$ cat src/rtl/sup_pkg.sv
package sup_pkg;
  typedef enum logic [2:0] {
    ST_HOLD  = 3'd0,  // supply bad, reset asserted
    ST_POR   = 3'd1,  // power-on delay, reset asserted
    ST_RUN   = 3'd2,  // normal, reset released, timeout running
    ST_TLOW  = 3'd3,  // pulse train, low half
    ST_THIGH = 3'd4   // pulse train, high half
  } sup_state_e;
endpackage

$ cat src/rtl/sup_sync.sv
module sup_sync #(
  parameter int               WIDTH   = 1,
  parameter logic [WIDTH-1:0] RST_VAL = '0
) (
  input  logic             clk,
  input  logic             rst_n,
  input  logic [WIDTH-1:0] d_i,
  output logic [WIDTH-1:0] q_o
);
  logic [WIDTH-1:0] meta_q;
  logic [WIDTH-1:0] sync_q;

  always_ff @(posedge clk or negedge rst_n) begin
    if (!rst_n) begin
      meta_q <= RST_VAL;
      sync_q <= RST_VAL;
    end else begin
      meta_q <= d_i;
      sync_q <= meta_q;
    end
  end

  assign q_o = sync_q;
endmodule

$ cat src/rtl/sup_supply_judge.sv
module sup_supply_judge (
  input  logic clk,
  input  logic rst_n,
  input  logic above_hi_i,
  input  logic below_lo_i,
  output logic good_o
);
  logic good_q;

  always_ff @(posedge clk or negedge rst_n) begin
    if (!rst_n)          good_q <= 1'b0;
    else if (below_lo_i) good_q <= 1'b0;
    else if (above_hi_i) good_q <= 1'b1;
  end

  assign good_o = good_q;

  AST_LO_FORCES_BAD: assert property (@(posedge clk) disable iff (!rst_n)
    below_lo_i |=> !good_o);
  AST_HI_SETS_GOOD: assert property (@(posedge clk) disable iff (!rst_n)
    (above_hi_i && !below_lo_i) |=> good_o);
  AST_BAND_HOLDS: assert property (@(posedge clk) disable iff (!rst_n)
    (!above_hi_i && !below_lo_i) |=> $stable(good_o));
endmodule

$ cat src/rtl/sup_kick_filter.sv
module sup_kick_filter #(
  parameter int MIN_LOW_CYC = 4
) (
  input  logic clk,
  input  logic rst_n,
  input  logic kick_sync_i,
  output logic kick_evt_o
);
  localparam int            RW       = (MIN_LOW_CYC < 2) ? 1 : $clog2(MIN_LOW_CYC + 1);
  localparam logic [RW-1:0] RUN_LAST = RW'(MIN_LOW_CYC - 1);

  logic          filt_q;
  logic [RW-1:0] run_q;
  logic          evt_q;

  always_ff @(posedge clk or negedge rst_n) begin
    if (!rst_n) begin
      filt_q <= 1'b1;
      run_q  <= '0;
      evt_q  <= 1'b0;
    end else if (kick_sync_i != filt_q) begin
      if (run_q == RUN_LAST) begin
        filt_q <= kick_sync_i;
        run_q  <= '0;
        evt_q  <= filt_q;  // only a high-to-low change is a kick
      end else begin
        run_q  <= run_q + 1'b1;
        evt_q  <= 1'b0;
      end
    end else begin
      run_q <= '0;
      evt_q <= 1'b0;
    end
  end

  assign kick_evt_o = evt_q;

  AST_EVT_ON_FALL: assert property (@(posedge clk) disable iff (!rst_n)
    kick_evt_o |-> (!filt_q && $past(filt_q)));
  AST_EVT_NEEDS_LOW: assert property (@(posedge clk) disable iff (!rst_n)
    $fell(filt_q) |-> $past(!kick_sync_i));
  AST_RUN_BOUND: assert property (@(posedge clk) disable iff (!rst_n)
    run_q <= RUN_LAST);
endmodule

$ cat src/rtl/sup_fsm.sv
module sup_fsm
  import sup_pkg::*;
#(
  parameter int PERIOD_CYC = 40
) (
  input  logic clk,
  input  logic rst_n,
  input  logic good_i,
  input  logic kick_evt_i,
  output logic reset_n_o
);
  localparam int            CW   = (PERIOD_CYC < 2) ? 1 : $clog2(PERIOD_CYC);
  localparam logic [CW-1:0] LAST = CW'(PERIOD_CYC - 1);

  sup_state_e    state_q, state_d;
  logic [CW-1:0] cnt_q, cnt_d;
  logic          expire;

  assign expire = (cnt_q == LAST);

  always_comb begin
    state_d = state_q;
    cnt_d   = cnt_q + 1'b1;
    if (!good_i) begin
      state_d = ST_HOLD;
      cnt_d   = '0;
    end else begin
      unique case (state_q)
        ST_HOLD: begin
          state_d = ST_POR;
          cnt_d   = '0;
        end
        ST_POR: begin
          if (expire) begin
            state_d = ST_RUN;
            cnt_d   = '0;
          end
        end
        ST_RUN, ST_TLOW, ST_THIGH: begin
          if (kick_evt_i) begin
            state_d = ST_RUN;
            cnt_d   = '0;
          end else if (expire) begin
            state_d = (state_q == ST_TLOW) ? ST_THIGH : ST_TLOW;
            cnt_d   = '0;
          end
        end
        default: begin
          state_d = ST_HOLD;
          cnt_d   = '0;
        end
      endcase
    end
  end

  always_ff @(posedge clk or negedge rst_n) begin
    if (!rst_n) begin
      state_q <= ST_HOLD;
      cnt_q   <= '0;
    end else begin
      state_q <= state_d;
      cnt_q   <= cnt_d;
    end
  end

  assign reset_n_o = (state_q == ST_RUN) || (state_q == ST_THIGH);

  AST_FAULT_HOLDS_LOW: assert property (@(posedge clk) disable iff (!rst_n)
    !good_i |=> !reset_n_o);
  AST_POR_STAYS_LOW: assert property (@(posedge clk) disable iff (!rst_n)
    (state_q == ST_POR && !expire) |=> !reset_n_o);
  AST_POR_RELEASE: assert property (@(posedge clk) disable iff (!rst_n)
    (state_q == ST_POR && expire && good_i) |=> reset_n_o);
  AST_RUN_TIMEOUT: assert property (@(posedge clk) disable iff (!rst_n)
    (state_q == ST_RUN && expire && good_i && !kick_evt_i) |=> !reset_n_o);
  AST_TRAIN_RISE: assert property (@(posedge clk) disable iff (!rst_n)
    (state_q == ST_TLOW && expire && good_i && !kick_evt_i) |=> reset_n_o);
  AST_KICK_RECOVERS: assert property (@(posedge clk) disable iff (!rst_n)
    ((state_q == ST_TLOW || state_q == ST_THIGH) && good_i && kick_evt_i)
      |=> (reset_n_o && cnt_q == '0));
  AST_CNT_BOUND: assert property (@(posedge clk) disable iff (!rst_n)
    cnt_q <= LAST);
endmodule

$ cat src/rtl/wdt_por_supervisor.sv
module wdt_por_supervisor #(
  parameter int PERIOD_CYC   = 2000000,
  parameter int MIN_KICK_CYC = 1250
) (
  input  logic clk,
  input  logic rst_n,
  input  logic supply_hi_i,
  input  logic supply_lo_i,
  input  logic kick_i,
  output logic reset_n_o
);
  logic [2:0] raw_in;
  logic [2:0] sync_in;
  logic       good;
  logic       kick_evt;

  assign raw_in = {kick_i, supply_lo_i, supply_hi_i};

  sup_sync #(.WIDTH(3), .RST_VAL(3'b100)) u_sync (
    .clk   (clk),
    .rst_n (rst_n),
    .d_i   (raw_in),
    .q_o   (sync_in)
  );

  sup_supply_judge u_judge (
    .clk        (clk),
    .rst_n      (rst_n),
    .above_hi_i (sync_in[0]),
    .below_lo_i (sync_in[1]),
    .good_o     (good)
  );

  sup_kick_filter #(.MIN_LOW_CYC(MIN_KICK_CYC)) u_filt (
    .clk         (clk),
    .rst_n       (rst_n),
    .kick_sync_i (sync_in[2]),
    .kick_evt_o  (kick_evt)
  );

  sup_fsm #(.PERIOD_CYC(PERIOD_CYC)) u_fsm (
    .clk        (clk),
    .rst_n      (rst_n),
    .good_i     (good),
    .kick_evt_i (kick_evt),
    .reset_n_o  (reset_n_o)
  );

  AST_RESET_LOW_AT_RELEASE: assert property (@(posedge clk)
    $rose(rst_n) |-> !reset_n_o);
endmodule

$ cat config.mk
export PLATFORM = sky130hd
export DESIGN_NAME = wdt_por_supervisor
export DESIGN_NICKNAME = d
export VERILOG_FILES = /design/src/rtl/sup_pkg.sv /design/src/rtl/sup_sync.sv /design/src/rtl/sup_supply_judge.sv /design/src/rtl/sup_kick_filter.sv /design/src/rtl/sup_fsm.sv /design/src/rtl/wdt_por_supervisor.sv
export SDC_FILE = /design/constraint.sdc
export NUM_CORES = 1
export LEC_CHECK = 0
export BUFFER_PORTS_ARGS = -buffer_cell sky130_fd_sc_hd__buf_4
export CELL_PAD_IN_SITES_DETAIL_PLACEMENT = 1
export CELL_PAD_IN_SITES_GLOBAL_PLACEMENT = 1
export CORE_ASPECT_RATIO = 0.75
export CORE_UTILIZATION = 45
export CTS_BUF_LIST = sky130_fd_sc_hd__clkbuf_4
export DETAILED_ROUTE_END_ITERATION = 12
export HOLD_SLACK_MARGIN = 0.02
export PLACE_DENSITY_LB_ADDON = 0.1
export SETUP_SLACK_MARGIN = 0.2
export SYNTH_ARGS = -nofsm -noshare
export SYNTH_HDL_FRONTEND = slang
export SYNTH_SLANG_ARGS = --single-unit
export TNS_END_PERCENT = 50
$ cat constraint.sdc
create_clock -name clk -period 2.2 [get_ports clk]
set_input_delay 0.33 -clock clk [delete_from_list [all_inputs] [get_ports clk]]
set_output_delay 0.33 -clock clk [all_outputs]
set_load 0.05 [all_outputs]
==> out/results.ini, run 1 <==
[synth]
ys_top_cells_by_area=dfrtp_1 (48%), xor2_1 (7.8%), nor2_1 (7.7%), xnor2_1 (4.5%), dfstp_2 (3.7%)
ys_top_cells_by_count=nor2_1 (44), dfrtp_1 (41), xor2_1 (19), nand2_1 (14)
synth_area_leader_cell=dfrtp_1
seq_area_frac_synth_pct=51.6
synth_area_mm2=0.00214
ys_warn_count=0
yosysTopAreaCellShare_pct=47.9
postSynthAreaPerCell_um2=10.4
synth_most_common_cell=nor2_1
yosys_register_bits=44
syn_nets=214
synth_ff_type=dfrtp_1
async_flop_share_pct=100
synth_edf_count=0
synth_cell_types=42
syn_inst=206

[cts]
cts_root_buffer=clkbuf_4
cts.clk_slew.worst_paths_ps=130
htreeDepth=2
cts_resized=0
cts_tree=yes
worstSkewPairLatency_ps=360
clkSinkCount=44
cts_buffers=5
cts.path.max_buffers=2

[floorplanning]
dieArea_mm2=0.00504
die_h_um=61.8
start_util_pct=47.4
dieWidth_um=81.7
core_area_mm2=0.00452
io_pins=6
fp-row-count=21

[critical_path]
cp-start-kind=register
crit_required_ps=2460
end_kind=register
path_max_fanout=5
cp_data_arrival_time_ps=2040
worstSetupPathType=reg2reg

[sta]
setup_tns_ps=0
fin_crit_sh_pct=80.6
fmax_ghz=0.564
worstMarginPinSlew_ps=550
fin_skew_ps=9.34
final-setup-viol-count=0
drv_slew=0
hold_viol_final=0
finalCriticalPeriod_ps=1770
rsz0062_at_grt=false
relSlewSlack_pct=63.3

[grt]
grt_pass1_wl_um=7000
track_usage_pct=18.9
antenna_found_initial=0
grt_pass1_vias=1459
grt_max_degree=45
grt_overflow=0

[run_status]
status=finished, final reports clean

[detailed_routing]
top_layer=met4
drt-initial-drc-count=25
post_drt_wl_per_cell_um=15.2
dr_wl_met3_um=111
antenna_left=0
met2_length_um=1780
met1_length_um=2160
post-route-drc-count=0
drt-pass1-iter-count=4
vias=1440
drt_wl_total_um=4110
avgViaCountPerCell=5.31

[finish]
area_growth_pct=5.78
fin_cells=271
nets=221
drive_gt1_share_pct=13.1
utilization_pct=50.1
antenna_cells=0

[pwr]
p_per_area_mw_per_mm2=579
vdd_drop_max_uv=233
finalPower_uw=1310
p_leak_uw=0.000989

[placed_design]
place.gp.congestion=0.758
placed_cells=262
dp_hpwl_um=2860
io_buffers=5

[flow_run]
drv_cap=0

[min_path]
hp-class=in2reg

cell type report:
cell class,instances,area [µm²]
Clock buffer,7,52.6
Clock inverter,1,5.00
Fill cell,518,2250
Inverter,3,11.3
Multi-Input combinational cell,152,966
Sequential cell,44,1100
Tap cell,57,71.3
Timing Repair Buffer,7,55.1
per-layer routing:
layer  track usage (%)  up-vias
li1                  -      712
met1              26.3      706
met2              28.6       16
met3              4.82        6
met4              7.27        0
met5                 0        -
worst paths after layout:
check | end | cells past startpoint | slack [ps] | from
worst max-delay path | u_fsm.state_q[1] | 6 | 430 | u_fsm.cnt_q[0]
worst min-delay path | u_sync.meta_q[2] | 1 | 60 | kick_i
worst max register to register | u_fsm.state_q[1] | 6 | 430 | u_fsm.cnt_q[0]
worst min register to register | u_sync.q_o[0] | 0 | 360 | u_sync.meta_q[0]
max in group asynchronous | u_filt.filt_q | 2 | 1330 | rst_n
min in group asynchronous | u_fsm.cnt_q[19] | 2 | 490 | rst_n
cell families after synthesis:
family	count (synthesis)	share of synthesized area, %
AO/OA/AOI/OAI	10	3.39
XOR/XNOR	30	12.3
adder cells (fa/ha/maj)	3	1.75
buffers and inverters	10	3.33
flip-flops	44	51.6
multiplexers	2	0.993
AND/OR/NAND/NOR	107	26.7
report_power, final:
| group | internal [µW] | leakage [µW] | total, µW | switching (µW) |
|---|---|---|---|---|
| Sequential | 825 | 0.000588 | 843 | 17.9 |
| Combinational | 20.0 | 0.000364 | 58.7 | 38.7 |
| Clock | 150 | 0.0000361 | 410 | 260 |
cell usage in the layout, fill, tap and decap left out, drive strengths merged, types with 2 or more instances in the layout:
cell    Yosys  layout
and2        2       2
and3        7       7
and4        4       4
buf         2       6
clkbuf      5       7
dfrtp      41      41
dfstp       3       3
ha          3       3
inv         3       3
nand2      15      15
nand2b      2       2
nand3      11      11
nand4       9       9
nor2       44      44
nor3        4       4
nor3b       3       3
nor4b       2       2
o21ai       2       2
o311ai      2       2
xnor2      11      11
xor2       19      19
critical path, stage by stage, from the launching register on:
cell and delay (ps):
dfrtp_1 410, ha_1 240, and4_1 270, and4_4 260
nand2_4 80, o31a_1 270, and2_1 160
metrics by stage:
step	worst slack, ps	hold slack [ps]	cell area [µm²]
floorplan	569	34.4	2140
global placement	495	332	2200
detailed placement	441	336	2200
CTS	427	47.6	2270
global route	312	40.0	2270
finish	426	64.4	2270
state kept, by name, indices dropped and copies added, names as in the netlist:
signal,cells
u_filt.filt_q,1
u_filt.kick_evt_o,1
u_filt.run_q,11
u_fsm.cnt_q,21
u_fsm.state_q,3
u_judge.good_o,1
u_sync.meta_q,3
u_sync.q_o,3
what timing repair did:
action	in CTS	in global routing
buffers inserted	0	0
hold buffers	1	0
hold endpoints to repair	41	0
setup endpoints to repair	0	0
No activity file was read; power rests on OpenSTA's default activity.
==> run 2: changes to the inputs <==
- clock period: 2.2 -> 1.9 ns (I/O delays scaled with it)
==> run 2 against run 1 <==
Against the previous run:
- maximum frequency up 4.7%
- wire length up 13%
- total power up 27%
- sequential share of layout area down 3.1 points
- setup slack worse by 220 ps
- sequential power up 15%
- clock skew down 3.0 ps
- flip-flop and latch count unchanged
- combinational power up 60%
- die area unchanged
- global-route usage up 1.7 points
- first-iteration DRC count up 100%
- critical path type unchanged
- critical endpoint unchanged
- largest cell class unchanged
==> out/results.ini, run 2 (synthesized netlist as in run 1, its figures left out) <==
[finish]
mostFrequentLayoutCells=nor2_1 (44), dfrtp_1 (39), xor2_1 (19), nand2_1 (13)  ; was nor2_1 (44), dfrtp_1 (41), xor2_1 (19), nand2_1 (14)
reg_top3=u_fsm.cnt_q x21, u_filt.run_q x11  ; unchanged
antenna_cells=0  ; unchanged
area_growth_pct=13.2  ; was 5.78%
largest_reg_flops=21  ; unchanged
drive_gt1_share_pct=18.8  ; was 13.1%
nFillCells=501  ; was 518
nets=230  ; was 221
layout_commonest_cell=nor2_1  ; unchanged
regMostFlops=u_fsm.cnt_q  ; unchanged

[critical_path]
cp-start-kind=register  ; unchanged
cp_data_arrival_time_ps=1950  ; was 2040 ps
crit_end=u_fsm.state_q[1]  ; unchanged
worstPathCellList=ha_4, and4_4, and4_4, nand2_4, o31a_1, and2_1  ; was ha_1, and4_1, and4_4, nand2_4, o31a_1, and2_1
crit_path_max_incr_delay_ps=440  ; was 410 ps
end_kind=register  ; unchanged
path_max_fanout=5  ; unchanged
reg2reg_from=u_fsm.cnt_q[0]  ; unchanged
cp_slowest_cell=dfrtp_1  ; unchanged
crit_required_ps=2160  ; was 2460 ps
r2r_slack_ps=210  ; was 430 ps
worstSetupPathType=reg2reg  ; unchanged
crit_start=u_fsm.cnt_q[0]  ; unchanged
r2r-end=u_fsm.state_q[1]  ; unchanged
critPathMostFrequentCell=and4_4
r2r_cells=6  ; unchanged

[detailed_routing]
post_drt_wl_per_cell_um=16.6  ; was 15.2 µm
post-route-drc-count=0  ; unchanged
vias=1490  ; was 1440
drt-initial-drc-count=50  ; was 25
avgViaCountPerCell=5.32  ; was 5.31
drt_wl_total_um=4640  ; was 4110 µm
antenna_left=0  ; unchanged
drt-pass1-iter-count=4  ; unchanged

[floorplanning]
die_h_um=61.8  ; unchanged
dieWidth_um=81.7  ; unchanged
fp-row-count=21  ; unchanged
io_pins=6  ; unchanged
dieArea_mm2=0.00504  ; unchanged
start_util_pct=47.4  ; unchanged
core_area_mm2=0.00452  ; unchanged

[pwr]
p_leak_uw=0.00106  ; was 0.000989 µW
p_per_area_mw_per_mm2=688  ; was 579 mW/mm²
vdd_drop_max_uv=393  ; was 233 µV

[run_status]
status=finished, final reports clean  ; unchanged

[sta]
setup_tns_ps=0  ; unchanged
fmax_ghz=0.590  ; was 0.564 GHz
hold_viol_final=0  ; unchanged
worstMarginPinSlew_ps=565  ; was 550 ps
drv_slew=0  ; unchanged
finalCriticalPeriod_ps=1690  ; was 1770 ps
holdWs_ps=365  ; was 64.4 ps
final-setup-viol-count=0  ; unchanged
rsz0062_at_grt=true  ; was false
fin_crit_sh_pct=89.2  ; was 80.6%
relSlewSlack_pct=62.3  ; was 63.3%
setup_slack_ps=205  ; was 426 ps
fin_skew_ps=6.33  ; was 9.34 ps

[cts]
cts.path.max_buffers=2  ; unchanged
clkSinkCount=44  ; unchanged
cts_tree=yes  ; unchanged
cts_root_buffer=clkbuf_4  ; unchanged
worstSkewPairLatency_ps=360  ; about the same
htreeDepth=2  ; unchanged
cts_buffers=5  ; unchanged
cts.clk_slew.worst_paths_ps=130  ; about the same

[placed_design]
io_buffers=5  ; unchanged
place.gp.congestion=0.764  ; was 0.758
dp_hpwl_um=3020  ; was 2860 µm
preCtsSetupSlack_ps=121  ; was 441 ps

[grt]
grt_pass1_wl_um=7560  ; was 7000 µm
grt_overflow=0  ; unchanged
antenna_found_initial=0  ; unchanged
track_usage_pct=20.6  ; was 18.9%
grt_pass1_vias=1555  ; was 1459
grt_max_degree=45  ; unchanged

[min_path]
holdPathStages=0  ; was 1
hp-class=reg2reg  ; was in2reg

[flow_run]
drv_cap=0  ; unchanged

-- run 2: critical path: cells and delay by family (launching register included) --
family / cells / cell delay, ps
simple gates: 4 / 690
flops: 1 / 440
fa+ha+maj: 1 / 180
compound gates: 1 / 280
-- run 2: how the worst min path moves through the flow --
stage	startpoint	endpoint
3_5_place_dp	rst_n	u_fsm.cnt_q[15]
3_3_place_gp	rst_n	u_fsm.cnt_q[17]
6_report	u_sync.meta_q[0]	u_sync.q_o[0]
5_1_grt	u_sync.meta_q[2]	u_sync.q_o[2]
4_1_cts	u_sync.meta_q[0]	u_sync.q_o[0]
2_1_floorplan	rst_n	u_filt.kick_evt_o
-- run 2: final cells by class --
type / count / area (µm²) / share of cell area, %
sequential: 44 / 1110 / 45.7
tap: 57 / 71.3 / 2.94
multi-input combinational: 152 / 1010 / 41.7
clock buffer: 6 / 45.0 / 1.86
inverter: 3 / 11.3 / 0.464
clock inverter: 2 / 35.0 / 1.44
timing repair buffer: 16 / 143 / 5.88
-- run 2: repair_timing --
action / 4_1_cts / 5_1_grt
hold buffers: 4 / 0
pin swaps: 1 / 2
gates resized for setup: 6 / 4
buffers inserted: 3 / 2
endpoints found under the setup margin: 21 / 33
endpoints found under the hold margin: 44 / 0
-- run 2: through the flow --
step	instance area [µm²]	power (µW)	instances	util, %
floorplan	2140	1030	206	-
global route	2420	1730	280	53.7
global placement	2220	1070	263	49.1
finish	2420	1670	280	53.7
CTS	2390	1680	278	52.9
detailed placement	2220	1070	263	49.1
-- run 2: metal layers --
| layer | part of all wire (%) | GRT usage [%] |
|---|---|---|
| met2 | 47 | 33.7 |
| met5 | 0 | 0 |
| met4 | 1.3 | 7.52 |
| met1 | 50 | 27.6 |
| met3 | 1.7 | 3.94 |
-- run 2: power by group --
group,internal (µW),switching (µW),total (µW)
Combinational,37.4,56.5,94.0
Clock,290,311,601
Sequential,955,17.0,972
Total,1280,384,1670
==> run 3: changes to the inputs <==
- clock period: 1.9 -> 1.6 ns (I/O delays scaled with it)
==> run 3 against run 2 <==
Against the previous run:
- the run now ends with negative setup slack left
- wire length is 14% higher
- first-iteration DRC count increased by 70%
- non-clock buffer count grew 14
- final cell count grew 5.0%
- die area did not move
- count of clock-buffer cells in the layout fell by 1
- critical path depth is 1 higher
- global-route usage up 1.8 points
- setup slack got worse by 350 ps
- via count grew 8.0%
- critical path type unchanged
- critical endpoint is now u_fsm.state_q[2]
==> out/results.ini, run 3 (synthesized netlist as in run 1, its figures left out) <==
[cts]
worstSkewPairLatency_ps=370  ; was 360 ps
htreeDepth=2  ; unchanged
cts.path.max_buffers=2  ; unchanged
cts_root_buffer=clkbuf_4  ; unchanged
cts_tree=yes  ; unchanged
clkSinkCount=44  ; unchanged
cts_buffers=5  ; unchanged
cts.clk_slew.worst_paths_ps=130  ; about the same

[floorplanning]
die_h_um=61.8  ; unchanged
io_pins=6  ; unchanged
core_area_mm2=0.00452  ; unchanged
fp-row-count=21  ; unchanged
start_util_pct=47.4  ; unchanged
dieArea_mm2=0.00504  ; unchanged
dieWidth_um=81.7  ; unchanged

[finish]
area_growth_pct=25.5  ; was 13.2%
antenna_cells=0  ; unchanged
largest_reg_flops=21  ; unchanged
nets=244  ; was 230
mostFrequentLayoutCells=dfrtp_1 (39), nor2_1 (34), buf_4 (24), xor2_1 (18), nand2_1 (12)  ; was nor2_1 (44), dfrtp_1 (39), xor2_1 (19), nand2_1 (13)
design_area_mm2=0.00269  ; was 0.00242 mm²
regMostFlops=u_fsm.cnt_q  ; unchanged
drive_gt1_share_pct=31.2  ; was 18.8%
nFillCells=495  ; was 501
layout_commonest_cell=dfrtp_1  ; was nor2_1
reg_top3=u_fsm.cnt_q x21, u_filt.run_q x11  ; unchanged

[placed_design]
io_buffers=5  ; unchanged
dpl-instance-area_mm2=0.00234  ; was 0.00222 mm²
dp_hpwl_um=3380  ; was 3020 µm
place.gp.congestion=0.750  ; was 0.764

[sta]
setup_slack_ps=-146  ; was 205 ps
fin_skew_ps=5.39  ; was 6.33 ps
rsz0062_at_grt=true  ; unchanged
relSlewSlack_pct=62.1  ; was 62.3%
drv_slew=0  ; unchanged
finalCriticalPeriod_ps=1750  ; was 1690 ps
worstMarginPinSlew_ps=569  ; was 565 ps
fin_crit_sh_pct=109  ; was 89.2%
fmax_ghz=0.573  ; was 0.590 GHz
setup_tns_ps=-1740  ; was 0 ps
hold_viol_final=0  ; unchanged
final-setup-viol-count=24  ; was 0
holdWs_ps=370  ; was 365 ps

[detailed_routing]
antenna_left=0  ; unchanged
drt_wl_total_um=5270  ; was 4640 µm
post_drt_wl_per_cell_um=17.9  ; was 16.6 µm
avgViaCountPerCell=5.47  ; was 5.32
drt-initial-drc-count=85  ; was 50
vias=1609  ; was 1490
drt-pass1-iter-count=2  ; was 4
post-route-drc-count=0  ; unchanged

[critical_path]
crit_required_ps=1900  ; was 2160 ps
path_max_fanout=4  ; was 5
cp-start-kind=register  ; unchanged
cp_data_arrival_time_ps=2040  ; was 1950 ps
worstSetupPathType=reg2reg  ; unchanged
end_kind=register  ; unchanged

[grt]
grt_overflow=0  ; unchanged
antenna_found_initial=0  ; unchanged
grt_max_degree=45  ; unchanged
grt_pass1_vias=1648  ; was 1555
grt_pass1_wl_um=8090  ; was 7560 µm
track_usage_pct=22.4  ; was 20.6%

[run_status]
status=finished with violations  ; was finished, final reports clean
failed_checks=negative setup slack

[min_path]
hp-class=reg2reg  ; unchanged

[pwr]
vdd_drop_max_uv=381  ; was 393 µV
p_per_area_mw_per_mm2=744  ; was 688 mW/mm²
p_leak_uw=0.00114  ; was 0.00106 µW

[flow_run]
drv_cap=0  ; unchanged

## run 3: changes by cell type in the layout (fill, tap and decap cells not counted), sizes merged
cell | before | now
buf | 12 | 26
clkbuf | 6 | 5
clkinv | 1 | 2
## run 3: final cells by class
class	instances	area, µm²	area share (%)
clock buffer	5	37.5	1.40
multi-input combinational	152	1170	43.6
timing repair buffer	30	251	9.36
inverter	3	11.3	0.419
tap	57	71.3	2.65
sequential	44	1110	41.2
clock inverter	3	37.5	1.40
## run 3: repair_timing
| action | 4_1_cts | 5_1_grt |
|---|---|---|
| endpoints found under the setup margin | 35 | 37 |
| hold buffers | 4 | 0 |
| pin swaps | 5 | 20 |
| resized for setup | 8 | 38 |
| hold endpoints to repair | 44 | 0 |
| setup buffers | 2 | 1 |
## run 3: worst max-delay path: stages, from the launching register on
cell and delay (ps):
dfrtp_1 430, nor4bb_2 310, buf_4 150, and4_4 260, nand2_4 70, buf_6 130, mux2i_2 140, nor3_2 180
## run 3: power by group
group	leakage [µW]	internal, µW	switching, µW	total, µW
sequential	0.000586	1140	26.1	1160
combinational	0.000509	57.1	80.9	138
clock	0.0000403	319	380	700
## run 3: per-layer routing
layer  track usage, %  vias to the layer above  part of all wire, %
met5                0                        -                    0
met4             8.77                        0                  2.1
met3             4.53                       14                  2.1
met2             38.0                       19                   50
met1             28.7                      813                   45
li1                 -                      763                    -
## run 3: metrics by stage
stage / instances / total power, µW / setup WS, ps / utilization, %
2_1_floorplan: 206 / 1220 / 64.5 / -
3_3_place_gp: 279 / 1270 / -12.5 / 51.8
3_5_place_dp: 279 / 1280 / -118 / 51.8
4_1_cts: 293 / 1980 / -114 / 55.5
5_1_grt: 294 / 2090 / -227 / 59.5
6_report: 294 / 2000 / -146 / 59.5
## run 3: path summary, 6_finish.rpt
check / start / endpoint / slack (ps) / depth (start not counted)
worst max-delay path: u_fsm.cnt_q[16] / u_fsm.state_q[2] / -150 / 7
worst min-delay path: u_sync.meta_q[1] / u_sync.q_o[1] / 370 / 0
worst max register to register: u_fsm.cnt_q[16] / u_fsm.state_q[2] / -150 / 7
worst min register to register: u_sync.meta_q[1] / u_sync.q_o[1] / 370 / 0
max in group asynchronous: rst_n / u_filt.run_q[0] / 790 / 2
min in group asynchronous: rst_n / u_fsm.cnt_q[16] / 400 / 2
